$ cat config.mk
export PLATFORM = sky130hd
export DESIGN_NAME = dacw_top
export DESIGN_NICKNAME = d
export VERILOG_FILES = /design/src/rtl/dacw_pkg.sv /design/src/rtl/dacw_decode.sv /design/src/rtl/dacw_channel.sv /design/src/rtl/dacw_top.sv
export SDC_FILE = /design/constraint.sdc
export NUM_CORES = 1
export LEC_CHECK = 0
export ABC_AREA = 0
export BUFFER_PORTS_ARGS = -buffer_cell sky130_fd_sc_hd__buf_2
export CORE_ASPECT_RATIO = 1.25
export CORE_MARGIN = 3
export CORE_UTILIZATION = 40
export CTS_CLUSTER_DIAMETER = 50
export DETAILED_ROUTE_END_ITERATION = 10
export GPL_TIMING_DRIVEN = 0
export HOLD_SLACK_MARGIN = 0.08
export PLACE_DENSITY = 0.73
export SLEW_MARGIN = 20
export SYNTH_ARGS = -nofsm -noshare
export SYNTH_HDL_FRONTEND = slang
export SYNTH_HIERARCHICAL = 1
export SYNTH_SLANG_ARGS = --single-unit
$ cat constraint.sdc
create_clock -name clk -period 1.2 [get_ports clk]
set_input_delay 0.12 -clock clk [delete_from_list [all_inputs] [get_ports clk]]
set_output_delay 0.12 -clock clk [all_outputs]
set_load 0.01 [all_outputs]
$ cat src/rtl/dacw_pkg.sv
package dacw_pkg;
  localparam int WORD_W = 16;
  localparam int CODE_W = 12;
  localparam int SEL_W  = 3;
  localparam int SEL_LSB = CODE_W;
  localparam int EN_BIT  = SEL_LSB + SEL_W;

  typedef struct packed {
    logic              en;
    logic [SEL_W-1:0]  sel;
    logic [CODE_W-1:0] code;
  } cmd_t;
endpackage

$ cat src/rtl/dacw_decode.sv
module dacw_decode
  import dacw_pkg::*;
#(
  parameter int NUM_CH = 1 << SEL_W
) (
  input  logic              wr_stb,
  input  logic [WORD_W-1:0] wr_word,
  output logic [CODE_W-1:0] code,
  output logic [NUM_CH-1:0] load_vec,
  output logic              clr,
  output logic              set_en
);
  cmd_t cmd;

  always_comb begin
    cmd      = cmd_t'(wr_word);
    code     = cmd.code;
    clr      = wr_stb && !cmd.en;
    set_en   = wr_stb && cmd.en;
    load_vec = '0;
    if (set_en) load_vec[cmd.sel] = 1'b1;
  end
endmodule

$ cat src/rtl/dacw_channel.sv
module dacw_channel #(
  parameter int DATA_W     = 12,
  parameter int SETTLE_CYC = 4
) (
  input  logic              clk,
  input  logic              rst,
  input  logic              clr,
  input  logic              load,
  input  logic [DATA_W-1:0] din,
  output logic [DATA_W-1:0] code_q,
  output logic              busy
);
  localparam int CNT_W = $clog2(SETTLE_CYC + 1);
  localparam logic [CNT_W-1:0] CNT_INIT = CNT_W'(SETTLE_CYC);

  logic [CNT_W-1:0] cnt;

  always_ff @(posedge clk) begin
    if (rst || clr) begin
      code_q <= '0;
      cnt    <= '0;
    end else if (load) begin
      code_q <= din;
      cnt    <= CNT_INIT;
    end else if (cnt != '0) begin
      cnt <= cnt - CNT_W'(1);
    end
  end

  assign busy = (cnt != '0);
endmodule

$ cat src/rtl/dacw_top.sv
module dacw_top
  import dacw_pkg::*;
#(
  parameter int SETTLE_CYC = 4,
  parameter int NUM_CH     = 1 << SEL_W
) (
  input  logic                     clk,
  input  logic                     rst,
  input  logic                     wr_stb,
  input  logic [WORD_W-1:0]        wr_word,
  output logic [NUM_CH*CODE_W-1:0] code_o,
  output logic [NUM_CH-1:0]        busy_o
);
  logic [CODE_W-1:0] dec_code;
  logic [NUM_CH-1:0] load_vec;
  logic              clr;
  logic              set_en;
  logic              en_q;

  dacw_decode #(.NUM_CH(NUM_CH)) u_dec (
    .wr_stb  (wr_stb),
    .wr_word (wr_word),
    .code    (dec_code),
    .load_vec(load_vec),
    .clr     (clr),
    .set_en  (set_en)
  );

  always_ff @(posedge clk) begin
    if (rst || clr) en_q <= 1'b0;
    else if (set_en) en_q <= 1'b1;
  end

  for (genvar g = 0; g < NUM_CH; g++) begin : g_ch
    dacw_channel #(.DATA_W(CODE_W), .SETTLE_CYC(SETTLE_CYC)) u_ch (
      .clk   (clk),
      .rst   (rst),
      .clr   (clr),
      .load  (load_vec[g]),
      .din   (dec_code),
      .code_q(code_o[g*CODE_W +: CODE_W]),
      .busy  (busy_o[g])
    );
  end
endmodule

==> flow_summary_export.csv <==
group,metric,value,unit
status,outcome,"complete, but fails checks",
status,violations,"setup timing",
global_routing,grt_pass1_wl,21100,µm
clock_tree,cts_tree,"built",
setup_path,cp-startpoint,"g_ch[6].u_ch/cnt[0]",
setup_path,r2r_cells,7,
detailed_routing,num_vias,4078,
clock_tree,cts.clk_slew.worst_paths,50,ps
yosys,yosys_warnings,6,
setup_path,timing_worst_setup_path_type,"reg2out",
sta,hold_slack,88.2,ps
setup_path,worst-path-stages,5,
sta,fin_skew,5.97,ps
global_routing,grt_antenna_before_repair,0,
global_routing,first_global_vias,4134,
clock_tree,insertion_delay,400,ps
floorplanning,floorplan.die.height,133,µm
global_routing,overflow,0,
power_and_ir_drop,irDropWorstVdd,0.924,mV
setup_path,start_kind,"flip-flop",
setup_path,worstSetupEndpoint,"busy_o[6]",
power_and_ir_drop,power.density,2030,mW/mm²
detailed_routing,drt_iter0_markers,142,
cells_and_area,fin_nets,725,
global_routing,grtUsageTotal,0.190,
setup_path,crit_chain,"inv_2 -> ha_4 -> ha_4 -> inv_4 -> buf_6",
clock_tree,cts_made_buffers,17,
floorplanning,io_pins,123,
clock_tree,clock-sinks,120,
yosys,netlist_area,0.00517,mm²
sta,slew_violations,0,
detailed_routing,via_per_inst,4.75,
placement,dp_slack,-292,ps
cells_and_area,fillers,1011,
sta,hold_viol,0,
sta,slew_headroom,0.834,
detailed_routing,route.detailed.drc,0,
setup_path,path_max_fanout,2,
floorplanning,dieArea,0.0143,mm²
min_path,min-delay-start,"wr_word[11]",
setup_path,cp-end-kind,"output pin",
cells_and_area,syn2layout_area_growth,43.7,%
setup_path,r2r_end,"g_ch[6].u_ch/cnt[2]",
yosys,syn_inst,498,
cells_and_area,final-seq-area,0.00242,mm²
yosys,syn_nets,541,
floorplanning,start_util,0.418,
sta,max_freq,715,MHz
cells_and_area,diodes,0,
setup_path,cpPeakStageDelay,340,ps
placement,place.gp.congestion,0.775,
setup_path,cpMaxStageDelayCell,"dfxtp_2",
placement,dp_hpwl,9170,µm
sta,min_period,1400,ps
detailed_routing,wl,13500,µm
power_and_ir_drop,leakage,3.28,nW
run,maxCapViolCount,0,
setup_path,reg2reg_from,"g_ch[6].u_ch/cnt[0]",
detailed_routing,wl_per_cell,15.7,µm
setup_path,path_buf_inv,3,
detailed_routing,postRouteAntennaNets,0,
cells_and_area,multiInputGateArea,0.00255,mm²
yosys,synth_area_per_cell,10.4,µm²
sta,min_period_over_period,1.17,
global_routing,grt_max_degree,17,
cells_and_area,drive_above_1_share,0.443,
sta,final-setup-viol-count,22,
sta,worst_slack,-199,ps
sta,setup-tns-final,-1990,ps
placement,port_buffers,110,
detailed_routing,drt-pass1-iter-count,4,
floorplanning,die_w,108,µm
setup_path,critPathArrivalTime,1280,ps
sta,worstMarginPinSlew,246,ps
floorplanning,core,0.0124,mm²
floorplanning,placementRows,45,
clock_tree,ctsHtreeMaxLevel,4,
sta,grt_setup_unrepaired,"true",
clock_tree,root_buffer,"clkbuf_16",
min_path,hp-class,"in2reg",
setup_path,crit_top_cell,"ha_4",
setup_path,crit_family,"flip-flops",
setup_path,rrSetupSlack,-70,ps
clock_tree,ctsLongestPathBuffers,2,
placement,dp.cells,772,
cells_and_area,layout.cells.non_filler,859,
setup_path,required,1080,ps
## registers in the layout (all words and copies together) (netlist names)
register,count
g_ch.u_ch/code_q,96
g_ch.u_ch/cnt,24
## layout make-up
class                           count  area share
Buffer                             44      0.0458
Inverter                           48      0.0269
Sequential cell                   120       0.326
Multi-Input combinational cell    286       0.343
Tap cell                          164      0.0276
Clock buffer                       24      0.0648
Clock inverter                      8      0.0192
Timing Repair Buffer              165       0.147
## per-stage QoR
step	utilization	total power, mW	cell area (µm²)
floorplan	-	6.97	5370
global placement	0.494	7.47	6120
detailed placement	0.494	7.62	6120
CTS	0.589	14.7	7290
global route	0.600	15.7	7430
finish	0.600	15.1	7430
## placed cells by master, fill, tap and decap left out, types with 11 or more instances in the layout
cell type      instances
buf_2                110
mux2i_1              104
dfxtp_1              104
nor2_1               102
buf_4                 59
buf_6                 29
inv_1                 24
clkbuf_16             17
inv_2                 16
ha_4                  16
dfxtp_2               16
dlygate4sd3_1         11
## report_power, final
part / switching, mW / total [mW] / internal, mW
clock: 1.72 / 5.35 / 3.63
sequential: 0.151 / 4.40 / 4.25
combinational: 2.30 / 5.31 / 3.01
## routing by layer
layer  share of wire  global-route usage
met1            0.39               0.215
met2            0.52               0.327
met5               0                   0
met4           0.019              0.0744
met3           0.068              0.0625
## worst min-delay path by stage
| stage | endpoint | slack, ps | cells after the start |
|---|---|---|---|
| after CTS | g_ch[5].u_ch/code_q[11] | 80 | 3 |
| after floorplan | g_ch[0].u_ch/code_q[0] | 400 | 3 |
| after global routing | g_ch[1].u_ch/code_q[11] | 90 | 3 |
| final | g_ch[5].u_ch/code_q[11] | 90 | 3 |
| after detailed placement | g_ch[6].u_ch/code_q[5] | 470 | 3 |
| after global placement | g_ch[0].u_ch/code_q[2] | 460 | 3 |
## tightest hold or removal path: stages
cell	delay, ps
buf_4	170
mux2i_1	90
nor2_1	70
## what timing repair did
item                                    in CTS  in global routing
hold buffers                                10                  1
hold endpoints to repair                    61                  2
endpoints found under the setup margin      16                 31
buffers inserted                            34                 11
pin swaps                                   21                 16
gates resized for setup                     62                 14
Power figures use the tool's default switching activity.
